<file path="src/rtl/mm_uart_pkg.sv">
package mm_uart_pkg;
  localparam int CTRL_W  = 13;
  localparam int ST_PE   = 0;
  localparam int ST_FE   = 1;
  localparam int ST_BRK  = 2;
  localparam int ST_ROE  = 3;
  localparam int ST_TOE  = 4;
  localparam int ST_TMT  = 5;
  localparam int ST_TRDY = 6;
  localparam int ST_RRDY = 7;
  localparam int ST_EXC  = 8;
  localparam int ST_DCTS = 10;
  localparam int ST_CTS  = 11;
  localparam int ST_EOP  = 12;
  localparam int CT_BRK  = 9;
  localparam int CT_RTS  = 11;
  // control positions that act as interrupt enables
  localparam logic [CTRL_W-1:0] IRQ_EN = 13'h15FF;

  typedef enum logic [1:0] {RX_IDLE, RX_START, RX_DATA, RX_STOP} rx_state_t;
endpackage

</file>
<file path="src/rtl/mm_uart_sync.sv">
module mm_uart_sync #(
  parameter int STAGES = 2
) (
  input  logic clk,
  input  logic rst_n,
  input  logic d,
  output logic q
);
  logic [STAGES-1:0] chain_q;
  logic [STAGES-1:0] chain_n;

  genvar g;
  for (g = 0; g < STAGES; g++) begin : g_stage
    if (g == 0) begin : g_first
      assign chain_n[g] = d;
    end else begin : g_next
      assign chain_n[g] = chain_q[g-1];
    end
  end

  always_ff @(posedge clk or negedge rst_n) begin
    if (!rst_n) chain_q <= '0;
    else        chain_q <= chain_n;
  end

  assign q = chain_q[STAGES-1];
endmodule

</file>
<file path="src/rtl/mm_uart_tx.sv">
module mm_uart_tx #(
  parameter int DIV_W  = 16,
  parameter int DATA_W = 8
) (
  input  logic              clk,
  input  logic              rst_n,
  input  logic [DIV_W-1:0]  div,
  input  logic              load,
  input  logic [DATA_W-1:0] load_data,
  output logic              busy,
  output logic              txd_raw
);
  localparam int FRAME_W = DATA_W + 2;
  localparam int IDX_W   = $clog2(FRAME_W);

  logic               busy_q, busy_n;
  logic [FRAME_W-1:0] sh_q, sh_n;
  logic [IDX_W-1:0]   idx_q, idx_n;
  logic [DIV_W-1:0]   cnt_q, cnt_n;

  always_comb begin
    busy_n = busy_q;
    sh_n   = sh_q;
    idx_n  = idx_q;
    cnt_n  = cnt_q;
    if (load) begin
      busy_n = 1'b1;
      sh_n   = {1'b1, load_data, 1'b0};
      idx_n  = '0;
      cnt_n  = '0;
    end else if (busy_q) begin
      if (cnt_q >= div - DIV_W'(1)) begin
        cnt_n = '0;
        if (idx_q == IDX_W'(FRAME_W-1)) begin
          busy_n = 1'b0;
        end else begin
          idx_n = idx_q + IDX_W'(1);
          sh_n  = {1'b1, sh_q[FRAME_W-1:1]};
        end
      end else begin
        cnt_n = cnt_q + DIV_W'(1);
      end
    end
  end

  always_ff @(posedge clk or negedge rst_n) begin
    if (!rst_n) begin
      busy_q <= 1'b0;
      sh_q   <= '0;
      idx_q  <= '0;
      cnt_q  <= '0;
    end else begin
      busy_q <= busy_n;
      sh_q   <= sh_n;
      idx_q  <= idx_n;
      cnt_q  <= cnt_n;
    end
  end

  assign busy    = busy_q;
  assign txd_raw = busy_q ? sh_q[0] : 1'b1;
endmodule

</file>
<file path="src/rtl/mm_uart_rx.sv">
module mm_uart_rx
  import mm_uart_pkg::*;
#(
  parameter int DIV_W  = 16,
  parameter int DATA_W = 8
) (
  input  logic              clk,
  input  logic              rst_n,
  input  logic [DIV_W-1:0]  div,
  input  logic              rx_s,
  output logic              done,
  output logic [DATA_W-1:0] data,
  output logic              ferr,
  output logic              brk
);
  localparam int BIT_W = $clog2(DATA_W);

  rx_state_t         st_q, st_n;
  logic [DIV_W-1:0]  cnt_q, cnt_n;
  logic [BIT_W-1:0]  bit_q, bit_n;
  logic [DATA_W-1:0] sh_q, sh_n;
  logic              prev_q;
  logic [DIV_W-1:0]  half;

  assign half = div >> 1;

  always_comb begin
    st_n  = st_q;
    cnt_n = cnt_q;
    bit_n = bit_q;
    sh_n  = sh_q;
    done  = 1'b0;
    unique case (st_q)
      RX_IDLE: begin
        if (prev_q && !rx_s) begin
          st_n  = RX_START;
          cnt_n = '0;
        end
      end
      RX_START: begin
        if (cnt_q >= half - DIV_W'(1)) begin
          cnt_n = '0;
          bit_n = '0;
          st_n  = rx_s ? RX_IDLE : RX_DATA;
        end else begin
          cnt_n = cnt_q + DIV_W'(1);
        end
      end
      RX_DATA: begin
        if (cnt_q >= div - DIV_W'(1)) begin
          cnt_n = '0;
          sh_n  = {rx_s, sh_q[DATA_W-1:1]};
          if (bit_q == BIT_W'(DATA_W-1)) st_n = RX_STOP;
          else bit_n = bit_q + BIT_W'(1);
        end else begin
          cnt_n = cnt_q + DIV_W'(1);
        end
      end
      RX_STOP: begin
        if (cnt_q >= div - DIV_W'(1)) begin
          cnt_n = '0;
          done  = 1'b1;
          st_n  = RX_IDLE;
        end else begin
          cnt_n = cnt_q + DIV_W'(1);
        end
      end
      default: st_n = RX_IDLE;
    endcase
  end

  always_ff @(posedge clk or negedge rst_n) begin
    if (!rst_n) begin
      st_q   <= RX_IDLE;
      cnt_q  <= '0;
      bit_q  <= '0;
      sh_q   <= '0;
      prev_q <= 1'b0;
    end else begin
      st_q   <= st_n;
      cnt_q  <= cnt_n;
      bit_q  <= bit_n;
      sh_q   <= sh_n;
      prev_q <= rx_s;
    end
  end

  assign data = sh_q;
  assign ferr = !rx_s;
  assign brk  = !rx_s && (sh_q == '0);
endmodule

</file>
<file path="src/rtl/mm_uart.sv">
module mm_uart
  import mm_uart_pkg::*;
#(
  parameter int AW          = 3,
  parameter int BUS_W       = 16,
  parameter int DIV_W       = 16,
  parameter int DATA_W      = 8,
  parameter int SYNC_STAGES = 2,
  parameter int DIV_RESET   = 16
) (
  input  logic             clk,
  input  logic             rst_n,
  input  logic [AW-1:0]    bus_addr,
  input  logic             bus_wr,
  input  logic             bus_rd,
  input  logic [BUS_W-1:0] bus_wdata,
  output logic [BUS_W-1:0] bus_rdata,
  output logic             irq,
  output logic             txd,
  input  logic             rxd,
  output logic             rts_o,
  input  logic             cts_i
);
  logic rst_q_n, rx_s, cts_s;

  mm_uart_sync #(.STAGES(2)) u_rst_sync (
    .clk(clk), .rst_n(rst_n), .d(1'b1), .q(rst_q_n));
  mm_uart_sync #(.STAGES(SYNC_STAGES)) u_rx_sync (
    .clk(clk), .rst_n(rst_q_n), .d(rxd), .q(rx_s));
  mm_uart_sync #(.STAGES(SYNC_STAGES)) u_cts_sync (
    .clk(clk), .rst_n(rst_q_n), .d(cts_i), .q(cts_s));

  logic [CTRL_W-1:0] ctrl_q, ctrl_n;
  logic [DIV_W-1:0]  div_q, div_n;
  logic [DATA_W-1:0] rx_data_q, rx_data_n, hold_q, hold_n, rx_byte;
  logic rrdy_q, rrdy_n, hold_full_q, hold_full_n, cts_prev_q;
  logic fe_q, fe_n, brk_q, brk_n, roe_q, roe_n, toe_q, toe_n, dcts_q, dcts_n;
  logic rx_done, rx_ferr, rx_brk, tx_busy, tx_raw, tx_load, cts_edge;
  logic wr_tx, wr_stat, wr_ctrl, wr_div, rd_rx;
  logic [BUS_W-1:0] stat_vec;

  assign wr_tx    = bus_wr && (bus_addr == AW'(1));
  assign wr_stat  = bus_wr && (bus_addr == AW'(2));
  assign wr_ctrl  = bus_wr && (bus_addr == AW'(3));
  assign wr_div   = bus_wr && (bus_addr == AW'(4));
  assign rd_rx    = bus_rd && (bus_addr == AW'(0));
  assign tx_load  = hold_full_q && !tx_busy;
  assign cts_edge = cts_s ^ cts_prev_q;

  mm_uart_tx #(.DIV_W(DIV_W), .DATA_W(DATA_W)) u_tx (
    .clk(clk), .rst_n(rst_q_n), .div(div_q), .load(tx_load),
    .load_data(hold_q), .busy(tx_busy), .txd_raw(tx_raw));

  mm_uart_rx #(.DIV_W(DIV_W), .DATA_W(DATA_W)) u_rx (
    .clk(clk), .rst_n(rst_q_n), .div(div_q), .rx_s(rx_s), .done(rx_done),
    .data(rx_byte), .ferr(rx_ferr), .brk(rx_brk));

  always_comb begin
    ctrl_n      = wr_ctrl ? bus_wdata[CTRL_W-1:0] : ctrl_q;
    div_n       = wr_div ? bus_wdata[DIV_W-1:0] : div_q;
    hold_n      = hold_q;
    hold_full_n = hold_full_q;
    toe_n       = wr_stat ? 1'b0 : toe_q;
    fe_n        = wr_stat ? 1'b0 : fe_q;
    brk_n       = wr_stat ? 1'b0 : brk_q;
    roe_n       = wr_stat ? 1'b0 : roe_q;
    dcts_n      = (wr_stat ? 1'b0 : dcts_q) | cts_edge;
    rx_data_n   = rx_data_q;
    rrdy_n      = rd_rx ? 1'b0 : rrdy_q;
    if (tx_load) hold_full_n = 1'b0;
    if (wr_tx) begin
      if (hold_full_q) begin
        toe_n = 1'b1;
      end else begin
        hold_n      = bus_wdata[DATA_W-1:0];
        hold_full_n = 1'b1;
      end
    end
    if (rx_done) begin
      rx_data_n = rx_byte;
      rrdy_n    = 1'b1;
      if (rx_ferr)          fe_n  = 1'b1;
      if (rx_brk)           brk_n = 1'b1;
      if (rrdy_q && !rd_rx) roe_n = 1'b1;
    end
  end

  always_ff @(posedge clk or negedge rst_q_n) begin
    if (!rst_q_n) begin
      ctrl_q      <= '0;
      div_q       <= DIV_W'(DIV_RESET);
      hold_q      <= '0;
      hold_full_q <= 1'b0;
      rx_data_q   <= '0;
      rrdy_q      <= 1'b0;
      fe_q        <= 1'b0;
      brk_q       <= 1'b0;
      roe_q       <= 1'b0;
      toe_q       <= 1'b0;
      dcts_q      <= 1'b0;
      cts_prev_q  <= 1'b0;
    end else begin
      ctrl_q      <= ctrl_n;
      div_q       <= div_n;
      hold_q      <= hold_n;
      hold_full_q <= hold_full_n;
      rx_data_q   <= rx_data_n;
      rrdy_q      <= rrdy_n;
      fe_q        <= fe_n;
      brk_q       <= brk_n;
      roe_q       <= roe_n;
      toe_q       <= toe_n;
      dcts_q      <= dcts_n;
      cts_prev_q  <= cts_s;
    end
  end

  always_comb begin
    stat_vec          = '0;
    stat_vec[ST_PE]   = 1'b0;
    stat_vec[ST_FE]   = fe_q;
    stat_vec[ST_BRK]  = brk_q;
    stat_vec[ST_ROE]  = roe_q;
    stat_vec[ST_TOE]  = toe_q;
    stat_vec[ST_TMT]  = !hold_full_q && !tx_busy;
    stat_vec[ST_TRDY] = !hold_full_q;
    stat_vec[ST_RRDY] = rrdy_q;
    stat_vec[ST_EXC]  = fe_q | brk_q | roe_q | toe_q;
    stat_vec[ST_DCTS] = dcts_q;
    stat_vec[ST_CTS]  = cts_s;
    stat_vec[ST_EOP]  = 1'b0;
  end

  always_comb begin
    unique case (bus_addr)
      AW'(0):  bus_rdata = BUS_W'(rx_data_q);
      AW'(2):  bus_rdata = stat_vec;
      AW'(3):  bus_rdata = BUS_W'(ctrl_q);
      AW'(4):  bus_rdata = BUS_W'(div_q);
      default: bus_rdata = '0;
    endcase
  end

  assign irq   = |(stat_vec[CTRL_W-1:0] & ctrl_q & IRQ_EN);
  assign txd   = tx_raw & ~ctrl_q[CT_BRK];
  assign rts_o = ctrl_q[CT_RTS];
endmodule

</file>
<file path="config.mk">
export PLATFORM = sky130hd
export DESIGN_NAME = mm_uart
export DESIGN_NICKNAME = d
export VERILOG_FILES = /design/src/rtl/mm_uart_pkg.sv /design/src/rtl/mm_uart_sync.sv /design/src/rtl/mm_uart_tx.sv /design/src/rtl/mm_uart_rx.sv /design/src/rtl/mm_uart.sv
export SDC_FILE = /design/constraint.sdc
export NUM_CORES = 1
export LEC_CHECK = 0
export ABC_CLOCK_PERIOD_IN_PS = 6100
export BUFFER_PORTS_ARGS = -buffer_cell sky130_fd_sc_hd__buf_2
export CAP_MARGIN = 20
export CORE_UTILIZATION = 50
export CTS_CLUSTER_DIAMETER = 50
export DETAILED_ROUTE_END_ITERATION = 10
export MAX_ROUTING_LAYER = met4
export PLACE_DENSITY = 0.68
export SYNTH_ARGS = -nofsm -noshare
export SYNTH_HDL_FRONTEND = slang
export SYNTH_SLANG_ARGS = --single-unit
</file>
<file path="constraint.sdc">
create_clock -name clk -period 6.1 [get_ports clk]
set_input_delay 0.305 -clock clk [delete_from_list [all_inputs] [get_ports clk]]
set_output_delay 0.305 -clock clk [all_outputs]
set_load 0.01 [all_outputs]
</file>
==> flow_summary_export.csv <==
group,metric,value,unit
sta,period_share,0.791,
place,place_area,7660,µm²
place,dp_hpwl,13200,µm
final_layout,utilization,0.588,
yosys,synthFlopType,"dfrtp_1",
global_route,grt_pass1_wl,30400,µm
power_and_ir_drop,ir_worst_vdd,0.236,mV
sta,rsz0062_at_grt,"false",
floorplanning,die_w,123,µm
floorplanning,num_rows,43,
final_layout,stdcell_area,8280,µm²
yosys,async_reset_ff_frac,1.00,
power_and_ir_drop,p_seq_frac,0.399,
sta,skew,0.00973,ns
critical_path,startpoint_type,"flip-flop",
power_and_ir_drop,p_sw_frac,0.358,
floorplanning,ios,44,
final_layout,drive_above_1_share,0.198,
hold_path,worstHoldStart,"bus_wdata[10]",
job,max-cap-violations,0,
clocking,clk_pin_slew,0.06,ns
clocking,cts-hold-fix-buffers,3,
critical_path,critPathCaptureType,"flip-flop",
critical_path,r2r_slack,1.27,ns
power_and_ir_drop,p_switching,1.08,mW
global_route,grt_use_total,0.275,
critical_path,rr_worst_depth,14,
critical_path,crit_buf_inv,1,
critical_path,crit_type,"flip-flop to flip-flop",
power_and_ir_drop,p_leak,3.87,nW
critical_path,critical_path.top_delay_family,"simple AND/OR/NAND/NOR gates",
global_route,antenna_found_initial,0,
clocking,post_cts_buffers,0,
clocking,cts_resized,0,
yosys,yosysTopAreaCellShare,0.405,
hold_path,worstHoldPathType,"input port to flip-flop",
routing,first_pass_iters,5,
power_and_ir_drop,internal_power,1.93,mW
critical_path,crit_chain,"inv_1 -> ha_1 -> nor3b_1 -> nand3_1 -> nor3_1 -> xnor2_1 -> ha_1 -> and4_1 -> and2_1 -> o211ai_1 -> o311ai_1 -> nand2_2 -> nor3_2 -> mux2_2",
routing,drt-vias-per-instance,6.03,
sta,slew_headroom,0.362,
routing,ant_nets,0,
critical_path,max_stage_delay,0.69,ns
critical_path,cp_max_fo,12,
yosys,syn-instance-count,741,
outcome,status,"finished clean",
yosys,synth_nets,818,
critical_path,arrival,5.14,ns
yosys,ys_warn_count,0,
sta,finalSetupViolations,0,
critical_path,crit_end,"u_tx.sh_q[5]",
final_layout,nets,851,
clocking,htree_levels,4,
sta,setup_tns,0,ns
yosys,synth.distinct_cells,68,
critical_path,critical-path-slowest-cell,"nor3_2",
floorplanning,die_area,15200,µm²
yosys,ys_top_cells_by_area,"dfrtp_1, ha_1, mux2_2",
sta,tightest_slew,0.956,ns
place,gp_congestion,0.918,
final_layout,areaGrowthSynthToFinish,12.7,%
routing,first_iter_violations,411,
clocking,cts_tree,"done",
floorplanning,die_h,123,µm
clocking,cts_made_buffers,17,
final_layout,antenna_cells,0,
critical_path,cp.depth,14,
clocking,cts_buffer_depth,2,
power_and_ir_drop,cellPowerDensity,363,nW/µm²
place,port_buffers,43,
yosys,synth_edf_count,0,
clocking,clock_latency,0.43,ns
power_and_ir_drop,p_comb_frac,0.264,
yosys,ys_ff_latch,120,
critical_path,cp_common_cell,"ha_1",
routing,drt_drc_violations_left,0,
yosys,ys_seq_area_frac,0.409,
sta,hold_violations,0,
clocking,cts_sinks,120,
critical_path,rr_endpoint,"u_tx.sh_q[5]",
clocking,root_buffer,"clkbuf_16",
routing,vias,5831,
global_route,grt_overflow,0,
sta,post-route-min-period,4.83,ns
floorplanning,start_util,0.521,
critical_path,cp_data_required_time,6.41,ns
yosys,syn_avg_cell_area,9.92,µm²
global_route,first_global_vias,5914,
floorplanning,coreArea,14100,µm²
global_route,grt_max_degree,77,
yosys,synth_area,7350,µm²
critical_path,r2r_start,"div_q[0]",
critical_path,crit_start,"div_q[0]",
sta,fmax,207,MHz
sta,slew_viol_final,0,
routing,routed_wl,18300,µm
yosys,synth_largest_area_cell,"dfrtp_1",
power_and_ir_drop,power_frac_clock,0.337,
routing,routedWlPerCell,18.9,µm
==> Yosys cell counts, types with 11 or more instances <==
library cell and n:
nand2_1 92, nor2_1 44, and3_1 15, nand3_1 21, nand2b_1 12, o21ai_0 40, mux2_4 16, a31oi_1 13
a21oi_1 30, ha_1 52, xnor2_1 27, o211ai_1 12, clkbuf_1 20, nor3_1 16, mux2_2 45, dfrtp_1 119
nand4_1 11, inv_1 19, mux2i_1 11
==> logic make-up after synthesis <==
logic type,count (synthesis),synth area share
compound gates,152,0.138
buf+inv,55,0.0318
mux,72,0.117
xor+xnor,35,0.0436
simple gates,254,0.172
flops,120,0.409
fa+ha+maj,52,0.0885
other cells,1,0.000510
==> state kept, by name, summed over array words and instances, names as in the netlist, 2 cells and up, named ones only <==
signal              count
u_rx.data               8
u_rx.bit_q              3
u_tx.cnt_q             16
u_tx.sh_q              10
u_cts_sync.chain_q      2
u_rx_sync.chain_q       2
hold_q                  8
u_tx.idx_q              4
div_q                  16
rx_data_q               8
ctrl_q                 13
u_rst_sync.chain_q      2
u_rx.cnt_q             16
==> layer usage <==
layer	track usage	vias up	routed length [µm]
li1	-	2755	-
met1	0.357	2879	8480
met2	0.424	159	8500
met3	0.0563	38	741
met4	0.107	0	533
met5	-	-	0
==> through the flow <==
step,instances,total power [mW],setup slack (ns),hold slack [ns]
CTS,967,3.01,1.25,0.118
floorplan,741,1.75,2.14,0.00941
global placement,932,1.94,1.51,0.0903
finish,967,3.01,1.27,0.129
detailed placement,932,1.99,1.29,0.0931
global route,967,3.19,0.767,0.118
==> worst min-delay path by stage <==
stage | to | slack [ns] | cells past startpoint
finish | div_q[10] | 0.13 | 2
CTS | div_q[10] | 0.12 | 2
floorplan | u_rst_sync.chain_q[0] | 0.009 | 0
global placement | u_rst_sync.chain_q[0] | 0.09 | 1
detailed placement | u_rst_sync.chain_q[0] | 0.09 | 1
global route | ctrl_q[11] | 0.12 | 2
==> power by group through the flow <==
stage          sequential (mW)  combinational (mW)  clock [mW]
2_1_floorplan             1.10               0.656           0
3_3_place_gp              1.19               0.747           0
3_5_place_dp              1.20               0.784           0
4_1_cts                   1.19               0.795        1.02
5_1_grt                   1.23               0.906        1.06
6_report                  1.20               0.793        1.01
==> cell type report <==
type                       count  area, µm²
inverter                      20       75.1
clock inverter                14        154
timing repair buffer          49        268
sequential                   120       3010
multi-input combinational    566       4110
fill                        1219       5810
clock buffer                  18        439
tap                          180        225
==> cells in the final DEF, fill, tap and decap left out, types with 10 or more instances in the layout <==
cell type / count
xnor2_1: 27
a21oi_1: 30
mux2_2: 45
mux2i_1: 11
a31oi_1: 13
nand2b_1: 12
mux2_4: 16
buf_2: 43
nand3_1: 21
clkbuf_16: 17
a21o_1: 10
nor3_1: 16
o211ai_1: 12
nand4_1: 11
nor2_1: 44
o21ai_0: 40
dfrtp_1: 118
ha_1: 52
nand2_1: 92
inv_1: 19
and3_1: 15
No activity file was read; power rests on OpenSTA's default activity.
